<file path="src/rtl/bridge_pkg.sv">
// Package: shared widths and the decoded access type for the byte bridge.
// Assumes a byte-wide CPU bus and 16-bit peripheral words.
package bridge_pkg;
    localparam int BYTE_W = 8;
    localparam int WORD_W = 2 * BYTE_W;

    typedef logic [BYTE_W-1:0] byte_t;
    typedef logic [WORD_W-1:0] word_t;

    // One decoded CPU access; at most one field is set in any cycle.
    typedef struct packed {
        logic wr_lo;
        logic wr_hi;
        logic rd_lo;
        logic rd_hi;
    } access_t;
endpackage

</file>
<file path="src/rtl/access_decode.sv">
// Access decoder: splits the byte address into a register index and a half
// select, and turns the strobes into one access kind. Write takes priority
// over read when both strobes are high. Assumes NREG is a power of two >= 2.
module access_decode #(
    parameter int NREG = 4,
    localparam int IW = $clog2(NREG),
    localparam int AW = IW + 1
) (
    input  logic [AW-1:0]      cpu_addr,
    input  logic               cpu_we,
    input  logic               cpu_re,
    output bridge_pkg::access_t acc,
    output logic [IW-1:0]      idx
);
    logic hi_half;

    // Classify the current bus cycle.
    always_comb begin
        hi_half   = cpu_addr[0];
        idx       = cpu_addr[AW-1:1];
        acc.wr_hi = cpu_we & hi_half;
        acc.wr_lo = cpu_we & ~hi_half;
        acc.rd_hi = cpu_re & ~cpu_we & hi_half;
        acc.rd_lo = cpu_re & ~cpu_we & ~hi_half;
    end
endmodule

</file>
<file path="src/rtl/shared_temp.sv">
// Shared high-byte latch: loaded by high-half writes and by low-half reads
// (snapshot of the live high byte). Assumes acc is one-hot or empty.
module shared_temp (
    input  logic                clk,
    input  logic                rst_n,
    input  bridge_pkg::access_t acc,
    input  bridge_pkg::byte_t   wdata,
    input  bridge_pkg::byte_t   snap_hi,
    output bridge_pkg::byte_t   temp_q
);
    // Update the latch from a write or a read snapshot.
    always_ff @(posedge clk) begin
        if (!rst_n)
            temp_q <= '0;
        else if (acc.wr_hi)
            temp_q <= wdata;
        else if (acc.rd_lo)
            temp_q <= snap_hi;
    end
endmodule

</file>
<file path="src/rtl/word_bank.sv">
// Word bank: NREG 16-bit registers, each committed in one edge from the
// shared latch and the low write byte. Assumes idx is in range.
module word_bank #(
    parameter int NREG = 4,
    localparam int IW = $clog2(NREG),
    localparam int WW = bridge_pkg::WORD_W
) (
    input  logic                clk,
    input  logic                rst_n,
    input  bridge_pkg::access_t acc,
    input  logic [IW-1:0]       idx,
    input  bridge_pkg::byte_t   temp_q,
    input  bridge_pkg::byte_t   wdata,
    output logic [NREG*WW-1:0]  reg_q
);
    for (genvar g = 0; g < NREG; g++) begin : g_word
        bridge_pkg::word_t word_q;

        // Commit {latch, low byte} when this word's low half is written.
        always_ff @(posedge clk) begin
            if (!rst_n)
                word_q <= '0;
            else if (acc.wr_lo && idx == IW'(g))
                word_q <= {temp_q, wdata};
        end

        assign reg_q[g*WW +: WW] = word_q;
    end
endmodule

</file>
<file path="src/rtl/read_port.sv">
// Read port: selects the addressed live word, offers its high byte for the
// latch snapshot, and registers the byte returned to the CPU.
module read_port #(
    parameter int NREG = 4,
    localparam int IW = $clog2(NREG),
    localparam int WW = bridge_pkg::WORD_W
) (
    input  logic                clk,
    input  logic                rst_n,
    input  bridge_pkg::access_t acc,
    input  logic [IW-1:0]       idx,
    input  logic [NREG*WW-1:0]  live_d,
    input  bridge_pkg::byte_t   temp_q,
    output bridge_pkg::byte_t   snap_hi,
    output bridge_pkg::byte_t   cpu_rdata
);
    bridge_pkg::word_t live_w [NREG];
    bridge_pkg::word_t sel_w;

    for (genvar g = 0; g < NREG; g++) begin : g_unpack
        assign live_w[g] = live_d[g*WW +: WW];
    end

    // Pick the addressed live word.
    always_comb begin
        sel_w   = live_w[idx];
        snap_hi = sel_w[WW-1:bridge_pkg::BYTE_W];
    end

    // Register the read byte: live low byte or the latch.
    always_ff @(posedge clk) begin
        if (!rst_n)
            cpu_rdata <= '0;
        else if (acc.rd_lo)
            cpu_rdata <= sel_w[bridge_pkg::BYTE_W-1:0];
        else if (acc.rd_hi)
            cpu_rdata <= temp_q;
    end
endmodule

</file>
<file path="src/rtl/wide_reg_bridge.sv">
// Top: byte-bus bridge to NREG 16-bit registers with one shared high-byte
// latch. Address bit 0 picks the half (1 = high); upper bits pick the word.
// Assumes single-cycle strobes and NREG a power of two >= 2.
module wide_reg_bridge #(
    parameter int NREG = 4,
    localparam int IW = $clog2(NREG),
    localparam int AW = IW + 1,
    localparam int WW = bridge_pkg::WORD_W
) (
    input  logic               clk,
    input  logic               rst_n,
    input  logic [AW-1:0]      cpu_addr,
    input  logic [7:0]         cpu_wdata,
    input  logic               cpu_we,
    input  logic               cpu_re,
    output logic [7:0]         cpu_rdata,
    output logic [NREG*WW-1:0] reg_q,
    input  logic [NREG*WW-1:0] live_d
);
    bridge_pkg::access_t acc;
    logic [IW-1:0]       idx;
    bridge_pkg::byte_t   temp_q;
    bridge_pkg::byte_t   snap_hi;

    access_decode #(.NREG(NREG)) u_dec (
        .cpu_addr(cpu_addr), .cpu_we(cpu_we), .cpu_re(cpu_re),
        .acc(acc), .idx(idx)
    );

    shared_temp u_temp (
        .clk(clk), .rst_n(rst_n), .acc(acc), .wdata(cpu_wdata),
        .snap_hi(snap_hi), .temp_q(temp_q)
    );

    word_bank #(.NREG(NREG)) u_bank (
        .clk(clk), .rst_n(rst_n), .acc(acc), .idx(idx),
        .temp_q(temp_q), .wdata(cpu_wdata), .reg_q(reg_q)
    );

    read_port #(.NREG(NREG)) u_rd (
        .clk(clk), .rst_n(rst_n), .acc(acc), .idx(idx), .live_d(live_d),
        .temp_q(temp_q), .snap_hi(snap_hi), .cpu_rdata(cpu_rdata)
    );
endmodule

</file>
<file path="config.mk">
export PLATFORM = sky130hd
export DESIGN_NAME = wide_reg_bridge
export DESIGN_NICKNAME = d
export VERILOG_FILES = /design/src/rtl/bridge_pkg.sv /design/src/rtl/access_decode.sv /design/src/rtl/shared_temp.sv /design/src/rtl/word_bank.sv /design/src/rtl/read_port.sv /design/src/rtl/wide_reg_bridge.sv
export SDC_FILE = /design/constraint.sdc
export NUM_CORES = 1
export LEC_CHECK = 0
export ABC_AREA = 1
export ABC_CLOCK_PERIOD_IN_PS = 1000
export BUFFER_PORTS_ARGS = -buffer_cell sky130_fd_sc_hd__buf_2
export CORE_ASPECT_RATIO = 1.5
export CORE_MARGIN = 8
export CORE_UTILIZATION = 41
export CTS_BUF_LIST = sky130_fd_sc_hd__clkbuf_16
export DETAILED_ROUTE_END_ITERATION = 8
export PLACE_DENSITY = 0.71
export SYNTH_ARGS = -nofsm -noshare
export SYNTH_HDL_FRONTEND = slang
export SYNTH_SLANG_ARGS = --single-unit
</file>
<file path="constraint.sdc">
create_clock -name clk -period 1 [get_ports clk]
set_clock_uncertainty 0.1 [all_clocks]
set_input_delay 0.05 -clock clk [delete_from_list [all_inputs] [get_ports clk]]
set_output_delay 0.05 -clock clk [all_outputs]
set_load 0.005 [all_outputs]
</file>
-- Word level (Yosys, flattened, before mapping)
Index checks and enable logic that the tools add are counted.
- $lt $le $gt $ge: 1
- equal/unequal tests: 3
- mux-type cells: 7
- bitwise operators: 8
- reductions and logical operators: 7
- operators by type and width (operator ; number):
    16-bit binary-select mux with 2-bit select ; 1
    16-bit 2-to-1 mux ; 2
    8-bit 2-to-1 mux ; 4
    1-bit AND ; 5
    2-bit equality test (second input constant) ; 2
    1-bit logical AND ; 4
    2-bit nonzero test ; 2
    3-bit >= comparator (second input constant) ; 1
    2-bit NOT with 3-bit output ; 1
    2-bit by 1-bit equality test with 1-bit output (second input constant) ; 1
    2-bit zero test ; 1
    1-bit NOT ; 2
- register bits after elaboration: 80
- input port bits: 79
- output and inout port bits: 72

-- Logic depth before layout (Yosys ltp)
Gate-level depths: netlist of run 1.
- word-level depth: 6
- gate-level depth with buffers: 9
- mapped depth without buffers: 7

-- Modules after synthesis
Synthesis of run 1 repeated with hierarchy kept, for this count alone.
- cell total of the unflattened synthesis: 667
- area total of the unflattened synthesis: 4020.1 µm²
- modules (own cells, without submodules) (module ; instances ; cells an instance ; area each (µm²) ; seq. area each (µm²)):
    word_bank ; 1 ; 413 ; 2652.5 ; 1281.2
    read_port ; 1 ; 183 ; 912.1 ; 160.2
    shared_temp ; 1 ; 61 ; 410.4 ; 160.2
    access_decode ; 1 ; 10 ; 45.0 ; 0.0

-- Least setup slack after synthesis of run 1
No wires, ideal clock.
- kind: input to register
- start: input port cpu_addr[1]
- end: register u_temp.temp_q[5]
- setup time: 132 ps
- data arrival time: 771 ps
- data required time: 768 ps
- path slack: -4 ps
- stages on the path: 9
- buffers on the path: 2
- cells stage by stage: buf_4 > clkinv_2 > buf_2 > nand2_1 > nand2_1 > nand2_1 > nand3_1 > nand2_1 > a21oi_1
- word-level cells in the longest chain between the ends: 6
- ends and longest elaborated chain (what ; RTL line ; source):
    start: declaration ; wide_reg_bridge.sv:12 ; input logic [AW-1:0] cpu_addr,
    2-bit NOT with 3-bit output (implied by the code) ; read_port.sv:26 ; sel_w = live_w[idx];
    16-bit binary-select mux with 2-bit select ; read_port.sv:26 ;
    16-bit 2-to-1 mux (implied by the code) (2 in a row) ; read_port.sv:26 ;
    8-bit 2-to-1 mux ; shared_temp.sv:17 ; else if (acc.rd_lo)
    8-bit 2-to-1 mux ; shared_temp.sv:15 ; else if (acc.wr_hi)
    end signal: assignment ; shared_temp.sv:16 ; temp_q <= wdata;
    end signal: assignment ; shared_temp.sv:18 ; temp_q <= snap_hi;
    end: declaration ; shared_temp.sv:9 ; output bridge_pkg::byte_t temp_q
Every way passes these cells. The select of a mux whose other input is x is not followed.
A chain may end at the register's enable or synchronous reset.

-- Final worst setup path of run 1
- start: register u_bank.g_word[3].word_q[15]
- end: output port reg_q[63]
- RTL lines (what ; RTL line ; source):
    start: declaration ; word_bank.sv:17 ; bridge_pkg::word_t word_q;
    start signal: assignment ; word_bank.sv:24 ; word_q <= {temp_q, wdata};
    end: declaration ; wide_reg_bridge.sv:17 ; output logic [NREG*WW-1:0] reg_q,
No word-level cell between the ends.

==> impl_metrics.tcl, run 1 <==
set metrics [dict create \
    io_buffer_count 150 \
    viasPerCell 4.963 \
    final_core_util_pct 61.11 \
    detail-route-antenna-nets 0 \
    cts_max_level 3 \
    path_depth 1 \
    vdd_drop_max_mv 0.9446 \
    syn_nets 551 \
    end_kind "output port" \
    core_area_sq_um 8259 \
    fmax_ghz 1.018 \
    tightest_slew_ns 0.4780 \
    dp_hpwl_mm 9.047 \
    num_rows 41 \
    cp_slowest_cell "dfxtp_1" \
    cts_buffers 9 \
    clk_pin_slew_worst_paths_ns 0.05 \
    worstRegToRegCells 4 \
    grt_start_max_net_pins 37 \
    cp_slowest_stage_delay_ns 0.37 \
    crit_buf_inv 1 \
    p_leak_nw 2.552 \
    synth-warning-count 0 \
    grt_pass1_wl_mm 19.31 \
    setup_viol 0 \
    antenna_found_initial 0 \
    syn2layout_area_growth_pct 47.01 \
    cts_root_buf "clkbuf_16" \
    die_y_microns 128.1 \
    report.final.slew_viol_count 0 \
    clk-insertion-delay-late_ns 0.33 \
    timing.slew.headroom_pct 68.10 \
    die_x_microns 90.72 \
    final_cell_area_sq_um 5047 \
    cp_data_arrival_time_ns 0.83 \
    r2r-start "u_temp.temp_q[4]$_SDFFE_PN0P_" \
    drv_cap 0 \
    final_common_cell "buf_2" \
    grt_pass1_vias 3939 \
    syn_area_sq_um 3433 \
    cp-start-kind "register" \
    track_usage_pct 20.59 \
    whs_ns 0.001155 \
    initial_core_util_pct 41.57 \
    synth_seq_cells 80 \
    antenna_cells 0 \
    cts_tree "built" \
    placed_cell_area_sq_um 4529 \
    nets 741 \
    crit_required_ns 0.85 \
    wl_mm 12.04 \
    r2r_end "u_rd.cpu_rdata[4]$_SDFFE_PN0P_" \
    finalCritPeriodShare_pct 98.19 \
    crit_path_max_fanout 2 \
    dieArea_sq_um 11620 \
    netlist_instances 472 \
    overflow 0 \
    hold_class "in2reg" \
    clock_path_buffers 2 \
    synth_cell_types 20 \
    layout-drive-gt1-share_pct 34.18 \
    finalHoldViolCount 0 \
    drc 0 \
    place_congestion 0.8322 \
    crit_type "reg2out" \
    mostFrequentLayoutCells "buf_2 (150), nand2_1 (140), a21oi_1 (80)" \
    cp-startpoint "u_bank.g_word[3].word_q[15]$_SDFFE_PN0P_" \
    reg2reg_slack_ns 0.04 \
    min_from "live_d[37]" \
    worstPathCellList "buf_2" \
    period_minus_slack_ns 0.9819 \
    synth_area_per_cell_sq_um 7.274 \
    pin_count 151 \
    drt_iter0_markers 156 \
    drt_pass1_iterations 4 \
    powerDensity_nw_per_um2 1446 \
    crit_path_end "reg_q[63]" \
    ys_seq_area_share_pct 46.65 \
    status "completed" \
    num_vias 3841 \
    crit_family "flip-flops" \
    avgRoutedWirePerCell_microns 15.56 \
    cts_sinks 80 \
]
area by class of cell:
type | instances | area [sq um]
fillers | 760 | 3212
flip-flops and latches | 80 | 1607
multi-input cells | 337 | 1592
repair buffers | 208 | 1349
clock buffers | 9 | 225.2
well taps | 107 | 133.9
inverters | 26 | 108.9
clock inverters | 7 | 32.53
cells in the mapped netlist, drive strengths merged:
cell type	n	share of area (%)
inv	25	3.0
clkbuf	10	1.1
buf	19	4.0
clkinv	1	0.15
nand2	141	15
o21ai	72	10
nor3	11	1.6
a21oi	84	13
nand3	18	2.6
dfxtp	80	47
nor2	11	2.4
logic make-up (layout without fill, tap and decap cells):
group	count (synthesis)	after routing	synth area share, %
simple gates	181	181	22.01
compound gates	156	156	23.18
flops	80	80	46.65
buf+inv	55	250	8.163
through the flow:
stage	total power [mW]	setup TNS (ns)	setup slack (ns)	cells
final	7.298	0	0.01808	774
after global routing	7.620	-0.007789	-0.007789	774
after CTS	7.321	0	0.008198	772
after detailed placement	4.462	-12.89	-0.2171	738
after global placement	4.442	-9.719	-0.1787	738
after floorplan	3.933	0	0.01426	472
how the worst min path moves through the flow:
stage / end / slack [ns] / depth (start not counted)
final: u_rd.cpu_rdata[5]$_SDFFE_PN0P_ / 0.001 / 5
after global routing: u_rd.cpu_rdata[2]$_SDFFE_PN0P_ / 0.05 / 5
after CTS: u_rd.cpu_rdata[2]$_SDFFE_PN0P_ / 0.002 / 5
after detailed placement: u_bank.g_word[3].word_q[1]$_SDFFE_PN0P_ / 0.30 / 3
after global placement: u_bank.g_word[3].word_q[5]$_SDFFE_PN0P_ / 0.29 / 3
after floorplan: u_bank.g_word[0].word_q[0]$_SDFFE_PN0P_ / 0.14 / 2
registers in the layout, summed over array words and instances (netlist names):
signal / cells
u_temp.temp_q: 8
u_rd.cpu_rdata: 8
u_bank.g_word.word_q: 64
timing repair:
| action | CTS | global route |
|---|---|---|
| hold buffers | 18 | 0 |
| endpoints found under the setup margin | 1 | 13 |
| buffers inserted | 0 | 1 |
| resized for setup | 1 | 14 |
| hold endpoints to repair | 16 | 0 |
| pin swaps | 0 | 5 |
| cloned | 0 | 1 |
worst min-delay path: cells and delay by family:
kind | cells | cell delay (ns)
AO/OA/AOI/OAI | 1 | 0.05
buffers and inverters | 1 | 0.10
AND/OR/NAND/NOR | 3 | 0.18
power breakdown:
part           internal (mW)  switching [mW]  total, mW
logic                  0.513           0.587       1.10
registers               3.31          0.0645       3.38
clock network           1.63            1.19       2.82
routing by layer:
metal  vias to the layer above  track usage (%)  wire, microns
li1                       1944                -              -
met1                      1725            20.11           4329
met2                       145            37.85           6436
met3                        27            6.155            855
met4                         0            11.22            418
met5                         -                0              0
Power figures use the tool's default switching activity.
==> run 2: changes to the inputs <==
Settings changed: ABC_CLOCK_PERIOD_IN_PS 1000 to 1200, CTS_CLUSTER_SIZE from default to 28, PLACE_DENSITY 0.71 to 0.68.
Clock period 1 ns to 1.2 ns, I/O delays scaled along.
==> run 2 against run 1 <==
  * Register-to-register slack better by 0.11 ns
  * Total power down 14%
  * Routed wire length is 7.9% lower
  * Clock power down 7.4%
  * Non-clock buffer count fell by 23
  * Count of clock-buffer cells in the layout did not move
  * Hold slack improved by 0.0046 ns
  * Via count down 3.8%
  * Sequential share of layout area increased by 1.4 points
==> impl_metrics.tcl, run 2 (synthesis results as in run 1) <==
set metrics [dict create \
    antenna_found_initial 0 \
    worstRegToRegCells 4 \
    viasPerCell 4.920 \
    num_vias 3695 \
    cts_max_level 3 \
    track_usage_pct 19.30 \
    r2r_end "u_rd.cpu_rdata[0]$_SDFFE_PN0P_" \
    hold-path-cell-count 5 \
    cp_slowest_stage_delay_ns 0.53 \
    rsz0062_at_grt "false" \
    final_core_util_pct 58.39 \
    cts_sinks 80 \
    wl_met3_microns 741 \
    setup_viol 0 \
    dieArea_sq_um 11620 \
    grt_pass1_vias 3794 \
    drt_iter0_markers 159 \
    ctsResizeCount 0 \
    wl_mm 11.09 \
    finalHoldViolCount 0 \
    io_buffer_count 150 \
    initial_core_util_pct 41.57 \
    overflow 0 \
    grt_pass1_wl_mm 18.11 \
    crit_path_max_fanout 5 \
    num_rows 41 \
    worst_slack_ns 0.1007 \
    period_minus_slack_ns 1.099 \
    p_total_mw 6.255 \
    cp-startpoint "cpu_wdata[1]" \
    n_fill_cell 794 \
    pin_count 151 \
    tightest_slew_ns 0.4874 \
    crit_family "buffers and inverters" \
    drt_pass1_iterations 6 \
    wl_met1_mm 4.337 \
    placed_cell_area_sq_um 4474 \
    min_from "live_d[36]" \
    clock_path_buffers 2 \
    final_cell_area_sq_um 4822 \
    crit_buf_inv 3 \
    crit_type "in2reg" \
    cp_data_arrival_time_ns 1.20 \
    die_y_microns 128.1 \
    reg2reg_slack_ns 0.15 \
    clk_pin_slew_worst_paths_ns 0.06 \
    worstPathCellList "dlygate4sd3_1, buf_2, inv_1, o21ai_0, nand2_1, a21oi_1" \
    path_depth 6 \
    layout-drive-gt1-share_pct 32.04 \
    cts_root_buf "clkbuf_16" \
    detail-route-antenna-nets 0 \
    clk-insertion-delay-late_ns 0.33 \
    die_x_microns 90.72 \
    dp_hpwl_mm 8.674 \
    drv_cap 0 \
    crit_path_end "u_temp.temp_q[1]$_SDFFE_PN0P_" \
    largest_reg_flops 64 \
    r2r-start "u_temp.temp_q[0]$_SDFFE_PN0P_" \
    cp-start-kind "input port" \
    core_area_sq_um 8259 \
    dp_slack_ns -0.04157 \
    powerDensity_nw_per_um2 1297 \
    finalCritPeriodShare_pct 91.61 \
    top_regs "u_bank.g_word.word_q (64), u_rd.cpu_rdata (8), u_temp.temp_q (8)" \
    p_leak_nw 2.447 \
    top_register "u_bank.g_word.word_q" \
    drc 0 \
    report.final.slew_viol_count 0 \
    top_layer "met4" \
    cts_tree "built" \
    end_kind "register" \
    place_congestion 0.8626 \
    cp_slowest_cell "dlygate4sd3_1" \
    hold_class "in2reg" \
    status "completed" \
    timing.slew.headroom_pct 67.47 \
    syn2layout_area_growth_pct 40.45 \
    mostFrequentLayoutCells "buf_2 (150), nand2_1 (141), a21oi_1 (80), dfxtp_1 (80), o21ai_0 (55)" \
    final_common_cell "buf_2" \
    avgRoutedWirePerCell_microns 14.77 \
    fmax_ghz 0.9097 \
    cts_buffers 9 \
    dr_wl_met2_mm 5.716 \
    grt_start_max_net_pins 65 \
    vdd_drop_max_mv 0.7953 \
    crit_required_ns 1.30 \
    nets 718 \
]
[run 2: area by class of cell]
cell class | instances | area, sq um | share of cell area (%)
inverter | 26 | 106.4 | 2.206
timing repair buffer | 185 | 1141 | 23.66
multi-input combinational | 337 | 1551 | 32.17
tap | 107 | 133.9 | 2.776
sequential | 80 | 1602 | 33.21
clock inverter | 6 | 60.06 | 1.245
clock buffer | 9 | 225.2 | 4.670
antenna | 1 | 2.502 | 0.05189
[run 2: report_power, final]
| group | total [mW] | leakage, nW | internal (mW) | switching (mW) |
|---|---|---|---|---|
| Clock | 2.61 | 0.139 | 1.59 | 1.02 |
| Combinational | 0.836 | 1.66 | 0.378 | 0.458 |
| Sequential | 2.81 | 0.650 | 2.76 | 0.0533 |
[run 2: worst min path at each step]
stage	slack, ns	end
2_1_floorplan	0.15	u_bank.g_word[0].word_q[0]$_SDFFE_PN0P_
3_3_place_gp	0.30	u_bank.g_word[0].word_q[0]$_SDFFE_PN0P_
3_5_place_dp	0.31	u_bank.g_word[3].word_q[7]$_SDFFE_PN0P_
4_1_cts	0.0005	u_rd.cpu_rdata[6]$_SDFFE_PN0P_
5_1_grt	0.03	u_rd.cpu_rdata[2]$_SDFFE_PN0P_
6_report	0.006	u_rd.cpu_rdata[4]$_SDFFE_PN0P_
[run 2: tightest hold or removal path: stages]
cell and delay (ns):
buf_2 0.10, nand2_1 0.05, nand3_1 0.07, nand2_1 0.06, a21oi_1 0.05
[run 2: stage by stage]
stage	setup TNS (ns)	instances	hold WS, ns
after floorplan	0	472	0.1523
after global placement	0	729	0.3046
after detailed placement	-0.3649	729	0.3087
after CTS	0	750	0.0005147
after global routing	0	750	0.02771
final	0	751	0.005792
[run 2: metal layers]
layer,vias up,global-route usage (%)
li1,1902,-
met1,1627,20.30
met2,144,34.87
met3,22,5.158
met4,0,8.858
met5,-,0
[run 2: timing repair]
item	4_1_cts	5_1_grt
endpoints found under the hold margin	11	0
setup buffers	0	0
hold buffers	6	0
==> run 3: changes to the inputs <==
Settings changed: CTS_CLUSTER_SIZE 28 to 8, PLACE_DENSITY 0.68 to 0.81.
==> run 3 against run 2 <==
  * Sequential share of layout area shrank 0.28 points
  * Combinational power grew 3.0%
  * Critical path depth is the same
==> impl_metrics.tcl, run 3 (synthesis results as in run 1) <==
set metrics [dict create \
    overflow 0 \
    finalHoldViolCount 0 \
    initial_core_util_pct 41.57 \
    grt_pass1_vias 3886 \
    cp_data_arrival_time_ns 1.26 \
    detail-route-antenna-nets 0 \
    top_register "u_bank.g_word.word_q" \
    syn2layout_area_growth_pct 41.65 \
    track_usage_pct 20.77 \
    crit_type "in2reg" \
    grt.met3_usage_pct 6.038 \
    crit_required_ns 1.30 \
    crit_path_max_fanout 5 \
    grt_util_met2_pct 38.02 \
    cp-startpoint "cpu_wdata[0]" \
    grt_pass1_wl_mm 19.22 \
    grt_use_met1_pct 20.23 \
    final_common_cell "buf_2" \
    clock_path_buffers 2 \
    hold_class "in2reg" \
    io_buffer_count 150 \
    crit_family "buffers and inverters" \
    r2r-start "u_temp.temp_q[6]$_SDFFE_PN0P_" \
    clk-insertion-delay-late_ns 0.33 \
    num_rows 41 \
    core_area_sq_um 8259 \
    drv_cap 0 \
    mostFrequentLayoutCells "buf_2 (150), nand2_1 (141), a21oi_1 (80), dfxtp_1 (80), o21ai_0 (55)" \
    period_minus_slack_ns 1.159 \
    dp_hpwl_mm 9.273 \
    avgRoutedWirePerCell_microns 16.04 \
    tightest_slew_ns 0.4908 \
    num_vias 3861 \
    end_kind "register" \
    drc 0 \
    min_from "cpu_wdata[7]" \
    final_cell_area_sq_um 4863 \
    cts_sinks 80 \
    vdd_drop_max_mv 0.8096 \
    largest_reg_flops 64 \
    fmax_ghz 0.8630 \
    powerDensity_nw_per_um2 1292 \
    clk_pin_slew_worst_paths_ns 0.07 \
    cts_setup_buffers 0 \
    cts_tree "built" \
    cp_slowest_stage_delay_ns 0.54 \
    cp_slowest_cell "dlygate4sd3_1" \
    busiest_layer "met2" \
    report.final.slew_viol_count 0 \
    timing.slew.headroom_pct 67.25 \
    layout-drive-gt1-share_pct 32.41 \
    pin_count 151 \
    rsz0062_at_grt "false" \
    grt_start_max_net_pins 32 \
    tns_ns 0 \
    worstPathCellList "dlygate4sd3_1, buf_2, inv_1, o21ai_0, nand2_1, a21oi_1" \
    crit_buf_inv 3 \
    cts_buffers 9 \
    top_regs "u_bank.g_word.word_q (64), u_rd.cpu_rdata (8), u_temp.temp_q (8)" \
    place_congestion 0.8462 \
    drt_iter0_markers 244 \
    finalCritPeriodShare_pct 96.56 \
    cp-start-kind "input port" \
    p_leak_nw 2.467 \
    wl_mm 12.18 \
    setup_viol 0 \
    die_x_microns 90.72 \
    die_y_microns 128.1 \
    dieArea_sq_um 11620 \
    nets 725 \
    status "completed" \
    placed_cell_area_sq_um 4472 \
    cts_root_buf "clkbuf_16" \
    viasPerCell 5.087 \
    drt_pass1_iterations 6 \
    antenna_found_initial 1 \
    cts_max_level 3 \
]
-- run 3: cell types whose count changed in the layout (fill, tap and decap cells not counted), moves of 2 or more --
cell / delta
buf_12: -2
buf_4: +5
clkinv_2: -2
clkinv_4: +2
dlygate4sd3_1: +4
inv_8: +2
-- run 3: tightest hold or removal path, stage by stage --
cell and delay, ns:
buf_2 0.08, inv_1 0.12, a21oi_1 0.15
-- run 3: path summary, 6_finish.rpt --
kind | end | slack, ns | cells after the start
worst max-delay path | u_temp.temp_q[0]$_SDFFE_PN0P_ | 0.04 | 6
worst min-delay path | u_bank.g_word[3].word_q[7]$_SDFFE_PN0P_ | 0.006 | 3
worst max register to register | u_rd.cpu_rdata[6]$_SDFFE_PN0P_ | 0.13 | 4
worst min register to register | u_temp.temp_q[2]$_SDFFE_PN0P_ | 0.37 | 2
-- run 3: metal layers --
| metal | routed length (microns) | up-vias |
|---|---|---|
| met5 | 0 | - |
| met2 | 6447 | 180 |
| met1 | 4398 | 1727 |
| met4 | 459 | 0 |
| li1 | - | 1914 |
| met3 | 873 | 40 |
-- run 3: what timing repair did --
item,in CTS,in global routing
hold buffers,10,0
gates resized for setup,0,0
hold endpoints to repair,12,0
-- run 3: final cells by class --
type,count,area [sq um]
fillers,772,3396
clock inverters,7,63.81
flip-flops and latches,80,1602
multi-input cells,337,1551
diodes,1,2.502
well taps,107,133.9
inverters,26,106.4
clock buffers,9,225.2
repair buffers,192,1179
-- run 3: power by group --
part	internal, mW	switching [mW]
combinational	0.387	0.474
clock	1.44	1.17
sequential	2.76	0.0591
-- run 3: per-stage QoR --
step / worst slack (ns) / hold slack, ns / std cells / total power, mW / utilization [%]
2_1_floorplan: 0.1864 / 0.1523 / 472 / 3.277 / -
3_5_place_dp: -0.01675 / 0.3149 / 732 / 3.697 / 54.14
3_3_place_gp: 0.02013 / 0.3064 / 732 / 3.676 / 54.14
6_report: 0.04126 / 0.006340 / 759 / 6.285 / 58.89
5_1_grt: 0.01264 / 0.03072 / 759 / 6.523 / 58.89
4_1_cts: 0.08204 / 0.0003685 / 758 / 6.309 / 58.85
